[src/rtl/xfc_pkg.sv]
package xfc_pkg;

   localparam int unsigned XFC_DW = 32;

   localparam int unsigned OFS_XLT_ON  = 32'h020;
   localparam int unsigned OFS_GATE    = 32'h040;
   localparam int unsigned OFS_BASE    = 32'h050;
   localparam int unsigned OFS_FLUSH   = 32'h080;
   localparam int unsigned OFS_IEN     = 32'h100;
   localparam int unsigned OFS_ICLR    = 32'h104;
   localparam int unsigned OFS_ISTA    = 32'h108;
   localparam int unsigned OFS_PVA0    = 32'h110;
   localparam int unsigned OFS_L1VA    = 32'h130;
   localparam int unsigned OFS_L2VA    = 32'h134;
   localparam int unsigned OFS_PPTE0   = 32'h150;
   localparam int unsigned OFS_L1SRC   = 32'h180;
   localparam int unsigned OFS_L2SRC   = 32'h184;

   // bit positions shared by status and flush layouts
   localparam int unsigned BIT_LVL1  = 16;
   localparam int unsigned BIT_LVL2  = 17;
   localparam int unsigned BIT_MAIN  = 16;
   localparam int unsigned BIT_WALK  = 17;

   // writable bits: per-master bits plus the two level bits
   function automatic logic [XFC_DW-1:0] src_mask(int unsigned nm);
      logic [XFC_DW-1:0] r;
      r = '0;
      for (int unsigned i = 0; i < nm; i++) r[i] = 1'b1;
      r[BIT_LVL1] = 1'b1;
      r[BIT_LVL2] = 1'b1;
      return r;
   endfunction

endpackage

[src/rtl/xfc_sticky.sv]
module xfc_sticky #(
   parameter int unsigned     W    = 32,
   parameter logic [W-1:0]    MASK = '1
) (
   input  logic         clk,
   input  logic         rst_n,
   input  logic [W-1:0] set_i,
   input  logic [W-1:0] clr_i,
   output logic [W-1:0] q_o
);

   for (genvar i = 0; i < W; i++) begin : g_bit
      if (MASK[i]) begin : g_live
         logic q;
         always_ff @(posedge clk or negedge rst_n) begin
            if (!rst_n)        q <= 1'b0;
            else if (set_i[i]) q <= 1'b1;
            else if (clr_i[i]) q <= 1'b0;
         end
         assign q_o[i] = q;

         // a set request always lands, even against a clear
         a_r11_set_beats_clear : assert property (@(posedge clk) disable iff (!rst_n)
            set_i[i] |=> q_o[i]);
         // a clear without a competing set drops the bit
         a_r10_clear_drops : assert property (@(posedge clk) disable iff (!rst_n)
            (clr_i[i] && !set_i[i]) |=> !q_o[i]);
      end else begin : g_dead
         assign q_o[i] = 1'b0;
      end
   end

endmodule

[src/rtl/xfc_capture.sv]
module xfc_capture #(
   parameter int unsigned W = 32
) (
   input  logic         clk,
   input  logic         rst_n,
   input  logic         fire_i,
   input  logic         held_i,
   input  logic         release_i,
   input  logic [W-1:0] din_i,
   output logic [W-1:0] q_o
);

   logic load;
   assign load = fire_i && (!held_i || release_i);

   always_ff @(posedge clk or negedge rst_n) begin
      if (!rst_n)    q_o <= '0;
      else if (load) q_o <= din_i;
   end

   // record of the first fault survives until its status bit is cleared
   a_r6_hold_first : assert property (@(posedge clk) disable iff (!rst_n)
      (held_i && !release_i) |=> $stable(q_o));

   // a fault colliding with its own clear replaces the record
   a_r8_recapture : assert property (@(posedge clk) disable iff (!rst_n)
      (fire_i && release_i) |=> (q_o == $past(din_i)));

endmodule

[src/rtl/xlt_fault_ctl.sv]
module xlt_fault_ctl
   import xfc_pkg::*;
#(
   parameter int unsigned NUM_MASTERS = 6,
   parameter int unsigned ADDR_W      = 12
) (
   input  logic                      clk,
   input  logic                      rst_n,
   input  logic                      reg_wr,
   input  logic [ADDR_W-1:0]         reg_addr,
   input  logic [31:0]               reg_wdata,
   output logic [31:0]               reg_rdata,
   input  logic                      lvl1_fault,
   input  logic [31:0]               lvl1_va,
   input  logic [NUM_MASTERS-1:0]    lvl1_src,
   input  logic                      lvl2_fault,
   input  logic [31:0]               lvl2_va,
   input  logic [NUM_MASTERS-1:0]    lvl2_src,
   input  logic [NUM_MASTERS-1:0]    perm_fault,
   input  logic [32*NUM_MASTERS-1:0] perm_va,
   input  logic [32*NUM_MASTERS-1:0] perm_pte,
   input  logic [NUM_MASTERS+1:0]    flush_done,
   output logic                      irq,
   output logic                      xlt_on,
   output logic                      clk_gate_on,
   output logic [31:0]               table_base
);

   localparam int unsigned NM       = NUM_MASTERS;
   localparam logic [31:0] LIVE     = src_mask(NM);
   localparam int unsigned SRC_PAD  = XFC_DW - NM;
   localparam int unsigned LVL_W    = XFC_DW + NM;
   localparam int unsigned PERM_W   = 2 * XFC_DW;

   // elaboration-time parameter checks
   if (NUM_MASTERS < 1 || NUM_MASTERS > 8) begin : g_chk_nm
      $error("NUM_MASTERS must lie in 1..8 to fit the address and bit layout");
   end
   if (ADDR_W < 9 || ADDR_W > 32) begin : g_chk_aw
      $error("ADDR_W must lie in 9..32 to reach the highest register");
   end

   // ---------------- write decode ----------------
   function automatic logic hit(input logic [ADDR_W-1:0] a, input int unsigned ofs);
      return a == ADDR_W'(ofs);
   endfunction

   logic wr_xlt, wr_gate, wr_base, wr_flush, wr_ien, wr_iclr;
   assign wr_xlt   = reg_wr && hit(reg_addr, OFS_XLT_ON);
   assign wr_gate  = reg_wr && hit(reg_addr, OFS_GATE);
   assign wr_base  = reg_wr && hit(reg_addr, OFS_BASE);
   assign wr_flush = reg_wr && hit(reg_addr, OFS_FLUSH);
   assign wr_ien   = reg_wr && hit(reg_addr, OFS_IEN);
   assign wr_iclr  = reg_wr && hit(reg_addr, OFS_ICLR);

   // ---------------- control registers ----------------
   logic        xlt_q, gate_q;
   logic [31:0] base_q, ien_q;

   always_ff @(posedge clk or negedge rst_n) begin
      if (!rst_n) begin
         xlt_q  <= 1'b0;
         gate_q <= 1'b0;
         base_q <= '0;
         ien_q  <= '0;
      end else begin
         if (wr_xlt)  xlt_q  <= reg_wdata[0];
         if (wr_gate) gate_q <= reg_wdata[0];
         if (wr_base) base_q <= reg_wdata;
         if (wr_ien)  ien_q  <= reg_wdata & LIVE;
      end
   end

   assign xlt_on      = xlt_q;
   assign clk_gate_on = gate_q;
   assign table_base  = base_q;

   // ---------------- fault status ----------------
   logic [31:0] ev_vec, clr_vec, sta_q;

   always_comb begin
      ev_vec                = '0;
      ev_vec[NM-1:0]        = perm_fault;
      ev_vec[BIT_LVL1]      = lvl1_fault;
      ev_vec[BIT_LVL2]      = lvl2_fault;
   end

   assign clr_vec = wr_iclr ? (reg_wdata & LIVE) : '0;

   xfc_sticky #(.W(XFC_DW), .MASK(LIVE)) u_status (
      .clk   (clk),
      .rst_n (rst_n),
      .set_i (ev_vec),
      .clr_i (clr_vec),
      .q_o   (sta_q)
   );

   assign irq = |(sta_q & ien_q);

   // ---------------- fault records ----------------
   logic [31:0]       pva_q  [NM];
   logic [31:0]       ppte_q [NM];
   logic [LVL_W-1:0]  l1_rec, l2_rec;

   for (genvar m = 0; m < NM; m++) begin : g_perm
      logic [PERM_W-1:0] rec;
      xfc_capture #(.W(PERM_W)) u_cap (
         .clk       (clk),
         .rst_n     (rst_n),
         .fire_i    (perm_fault[m]),
         .held_i    (sta_q[m]),
         .release_i (clr_vec[m]),
         .din_i     ({perm_pte[m*XFC_DW +: XFC_DW], perm_va[m*XFC_DW +: XFC_DW]}),
         .q_o       (rec)
      );
      assign pva_q[m]  = rec[XFC_DW-1:0];
      assign ppte_q[m] = rec[PERM_W-1:XFC_DW];
   end

   xfc_capture #(.W(LVL_W)) u_cap_l1 (
      .clk       (clk),
      .rst_n     (rst_n),
      .fire_i    (lvl1_fault),
      .held_i    (sta_q[BIT_LVL1]),
      .release_i (clr_vec[BIT_LVL1]),
      .din_i     ({lvl1_src, lvl1_va}),
      .q_o       (l1_rec)
   );

   xfc_capture #(.W(LVL_W)) u_cap_l2 (
      .clk       (clk),
      .rst_n     (rst_n),
      .fire_i    (lvl2_fault),
      .held_i    (sta_q[BIT_LVL2]),
      .release_i (clr_vec[BIT_LVL2]),
      .din_i     ({lvl2_src, lvl2_va}),
      .q_o       (l2_rec)
   );

   // ---------------- flush command ----------------
   logic [31:0] fset_vec, fdone_vec, flush_q;

   assign fset_vec = wr_flush ? (reg_wdata & LIVE) : '0;

   always_comb begin
      fdone_vec             = '0;
      fdone_vec[NM-1:0]     = flush_done[NM-1:0];
      fdone_vec[BIT_MAIN]   = flush_done[NM];
      fdone_vec[BIT_WALK]   = flush_done[NM+1];
   end

   xfc_sticky #(.W(XFC_DW), .MASK(LIVE)) u_flush (
      .clk   (clk),
      .rst_n (rst_n),
      .set_i (fset_vec),
      .clr_i (fdone_vec),
      .q_o   (flush_q)
   );

   // ---------------- read mux ----------------
   always_comb begin
      reg_rdata = '0;
      if      (hit(reg_addr, OFS_XLT_ON)) reg_rdata = {31'd0, xlt_q};
      else if (hit(reg_addr, OFS_GATE))   reg_rdata = {31'd0, gate_q};
      else if (hit(reg_addr, OFS_BASE))   reg_rdata = base_q;
      else if (hit(reg_addr, OFS_FLUSH))  reg_rdata = flush_q;
      else if (hit(reg_addr, OFS_IEN))    reg_rdata = ien_q;
      else if (hit(reg_addr, OFS_ISTA))   reg_rdata = sta_q;
      else if (hit(reg_addr, OFS_L1VA))   reg_rdata = l1_rec[XFC_DW-1:0];
      else if (hit(reg_addr, OFS_L2VA))   reg_rdata = l2_rec[XFC_DW-1:0];
      else if (hit(reg_addr, OFS_L1SRC))  reg_rdata = {{SRC_PAD{1'b0}}, l1_rec[LVL_W-1:XFC_DW]};
      else if (hit(reg_addr, OFS_L2SRC))  reg_rdata = {{SRC_PAD{1'b0}}, l2_rec[LVL_W-1:XFC_DW]};
      else begin
         for (int m = 0; m < NM; m++) begin
            if (hit(reg_addr, OFS_PVA0 + 4*m))  reg_rdata = pva_q[m];
            if (hit(reg_addr, OFS_PPTE0 + 4*m)) reg_rdata = ppte_q[m];
         end
      end
   end

   // ---------------- assertions ----------------
   // translation enable follows the written bit 0
   a_r2_xlt_follows : assert property (@(posedge clk) disable iff (!rst_n)
      wr_xlt |=> (xlt_on == $past(reg_wdata[0])));

   // clearing every enable bit silences the interrupt
   a_r5_irq_quiet : assert property (@(posedge clk) disable iff (!rst_n)
      (wr_ien && reg_wdata == 32'd0) |=> !irq);

   // done pulse of micro TLB 0 without a new request empties its bit
   a_r10_done0 : assert property (@(posedge clk) disable iff (!rst_n)
      (flush_done[0] && !(wr_flush && reg_wdata[0])) |=> !reg_q_flush0);

   logic reg_q_flush0;
   assign reg_q_flush0 = flush_q[0];

endmodule

[config.mk]
export PLATFORM = sky130hd
export DESIGN_NAME = xlt_fault_ctl
export DESIGN_NICKNAME = d
export VERILOG_FILES = /design/src/rtl/xfc_pkg.sv /design/src/rtl/xfc_sticky.sv /design/src/rtl/xfc_capture.sv /design/src/rtl/xlt_fault_ctl.sv
export SDC_FILE = /design/constraint.sdc
export NUM_CORES = 1
export LEC_CHECK = 0
export BUFFER_PORTS_ARGS = -buffer_cell sky130_fd_sc_hd__buf_4
export CORE_ASPECT_RATIO = 1.1
export CORE_UTILIZATION = 25
export CTS_CLUSTER_SIZE = 14
export DETAILED_ROUTE_END_ITERATION = 8
export GPL_TIMING_DRIVEN = 1
export MAX_ROUTING_LAYER = met4
export SYNTH_ARGS = -nofsm -noshare
export SYNTH_HDL_FRONTEND = slang
export SYNTH_HIERARCHICAL = 1
export SYNTH_SLANG_ARGS = --single-unit
[constraint.sdc]
create_clock -name clk -period 2.45 [get_ports clk]
set_input_delay 0.1225 -clock clk [delete_from_list [all_inputs] [get_ports clk]]
set_output_delay 0.1225 -clock clk [all_outputs]
set_load 0.05 [all_outputs]
==> flow_metrics.env <==
export IMPL_clock_latency_ns=0.68
export IMPL_dpl_cell_area_mm2=0.0335
export IMPL_yosys_warnings=6
export IMPL_cts_inserted_buffers=61
export IMPL_setup_slack_ns=-0.439
export IMPL_pre_cts_slack_ns=-0.793
export IMPL_worst_slew_pin_slew_ns=0.685
export IMPL_io_pins=590
export IMPL_drt_first_pass_iters=5
export IMPL_die_y_um=335
export IMPL_powerDensity_mw_per_mm2=511
export IMPL_grt_antenna_before_repair=46
export IMPL_cp_data_required_time_ns=2.33
export IMPL_worstPathArrival_ns=2.77
export IMPL_ir_drop_mv=0.639
export IMPL_netlist_area_mm2=0.0253
export IMPL_grt_remaining_overflow=0
export IMPL_grt_pass1_vias=24700
export IMPL_die_area_mm2=0.102
export IMPL_finalWirelength_um=123000
export IMPL_setup_violations=32
export IMPL_port_buffers=589
export IMPL_clockPowerShare_pct=43.4
export IMPL_drtIter0Drc=1416
export IMPL_crit_path_max_fanout=2
export IMPL_nNetsFinal=3919
export IMPL_syn_avg_cell_area_um2=12.9
export IMPL_vias_per_cell=4.88
export IMPL_h_tree_depth=2
export IMPL_cts_tree="yes"
export IMPL_rrSetupSlack_ns=0.57
export IMPL_final_cell_mix="buf_4 (829), dlygate4sd3_1 (520), dfrtp_1 (518), mux2_2 (437), buf_6 (86)"
export IMPL_drc=0
export IMPL_r2r_end="g_perm[0].u_cap/q_o[50]"
export IMPL_r2r_start="u_status/g_bit[0].g_live.q"
export IMPL_placed_cells=4026
export IMPL_dr_total_vias=23300
export IMPL_use_met2_pct=38.0
export IMPL_max_cap_violations=0
export IMPL_ctsLongestPathBuffers=3
export IMPL_postSynthCellCount=1957
export IMPL_internal_power_w=0.0167
export IMPL_synthToLayoutAreaGrowth_pct=72.4
export IMPL_num_rows=121
export IMPL_maxSlewHeadroom_pct=54.2
export IMPL_period_share_pct=118
export IMPL_drive_above_1_share_pct=52.2
export IMPL_initial_utilization_pct=25.4
export IMPL_place_hpwl_um=90900
export IMPL_final_common_cell="buf_4"
export IMPL_clock_sinks=518
export IMPL_seqPwrFrac_pct=43.9
export IMPL_r2r_cells=4
export IMPL_wire_per_inst_um=25.7
export IMPL_hold_viol=0
export IMPL_die_x_um=305
export IMPL_fill_cells=8956
export IMPL_core_area_mm2=0.0995
export IMPL_gp_congestion=0.948
export IMPL_grt_pass1_wl_um=174000
export IMPL_track_usage_pct=24.2
export IMPL_hold_class="in2async"
export IMPL_cts_root_buf="clkbuf_16"
export IMPL_combPwrFrac_pct=12.7
export IMPL_failed_checks="negative setup slack"
export IMPL_use_met1_pct=30.9
export IMPL_fin_skew_ns=0.0207
export IMPL_fmax_mhz=346
export IMPL_sw_frac_of_total_pct=24.9
export IMPL_fin_crit_ns=2.89
export IMPL_finalSetupTns_ns=-5.55
export IMPL_final_cell_count_no_fill=4785
export IMPL_leakage_nw=20.6
export IMPL_ant_nets=0
export IMPL_switching_power_w=0.00555
export IMPL_worstSetupPathType="reg2out"
export IMPL_grt_busiest_layer="met2"
export IMPL_grt_use_met3_pct=4.13
export IMPL_whs_ns=0.126
export IMPL_crit_path_start_kind="flop"
export IMPL_clk_pin_slew_ns=0.06
export IMPL_endpoint_kind="output pin"
export IMPL_rsz0062_at_grt="yes"
export IMPL_grt_max_degree=67
export IMPL_status="complete, but fails checks"
export IMPL_stdcell_area_mm2=0.0435
export IMPL_maxSlewViolCount=0
what timing repair did:
| item | in CTS | in global routing |
|---|---|---|
| hold buffers | 521 | 0 |
| endpoints found under the setup margin | 32 | 32 |
| pin swaps | 113 | 65 |
| resized for setup | 265 | 82 |
| cloned | 11 | 2 |
| endpoints found under the hold margin | 781 | 0 |
| buffers inserted | 48 | 31 |
critical path, cell delays in order, from the launching register on:
cell and delay (ns):
dfrtp_1 0.38, mux2i_1 0.16, buf_4 0.17, nor4_2 0.05, a2111oi_4 0.46, buf_4 0.22, o2111ai_4 0.12, a32oi_2 0.28
a21oi_2 0.09, buf_6 0.16
power by group through the flow:
stage                     logic, W  registers, W  clock network [W]
after global placement     0.00197       0.00983                  0
after detailed placement   0.00200       0.00983                  0
after floorplan           0.000823       0.00962                  0
after global routing       0.00299       0.00983             0.0101
after CTS                  0.00279       0.00973            0.00985
final                      0.00282       0.00976            0.00966
how the worst max path moves through the flow:
stage                                  from       endpoint  slack [ns]
finish              g_perm[0].u_cap/q_o[53]  reg_rdata[21]       -0.44
detailed placement             reg_addr[11]  reg_rdata[21]       -0.79
floorplan                       reg_addr[5]  reg_rdata[16]       -0.10
global placement               reg_addr[11]  reg_rdata[21]       -0.80
CTS                 g_perm[0].u_cap/q_o[53]  reg_rdata[21]       -0.44
global route        g_perm[0].u_cap/q_o[53]  reg_rdata[21]       -0.50
layout make-up:
type	instances	area, um2	area share (%)
timing repair buffer	1526	14200	32.7
sequential	518	13000	29.8
multi-input combinational	1259	12400	28.5
clock buffer	82	1720	3.94
tap	1291	1620	3.71
clock inverter	29	375	0.862
antenna	50	125	0.287
inverter	30	113	0.259
stage by stage:
stage / power (W) / util, %
6_report: 0.0222 / 43.8
4_1_cts: 0.0224 / 43.0
2_1_floorplan: 0.0104 / -
5_1_grt: 0.0230 / 43.8
3_3_place_gp: 0.0118 / 33.7
3_5_place_dp: 0.0118 / 33.7
registers in the layout, indices dropped and copies added, names as in the netlist:
name	cells
u_flush/g_bit.g_live.q	8
ien_q	8
u_cap_l1/q_o	38
clk_gate_on	1
table_base	32
g_perm.u_cap/q_o	384
xlt_on	1
u_status/g_bit.g_live.q	8
u_cap_l2/q_o	38
routing by layer:
metal	vias to the layer above	routed length, um	part of all wire [%]
li1	10300	-	-
met1	11800	53000	43
met2	926	57300	47
met3	266	7800	6.3
met4	0	4870	4.0
met5	-	0	0
No activity file was read; power rests on OpenSTA's default activity.
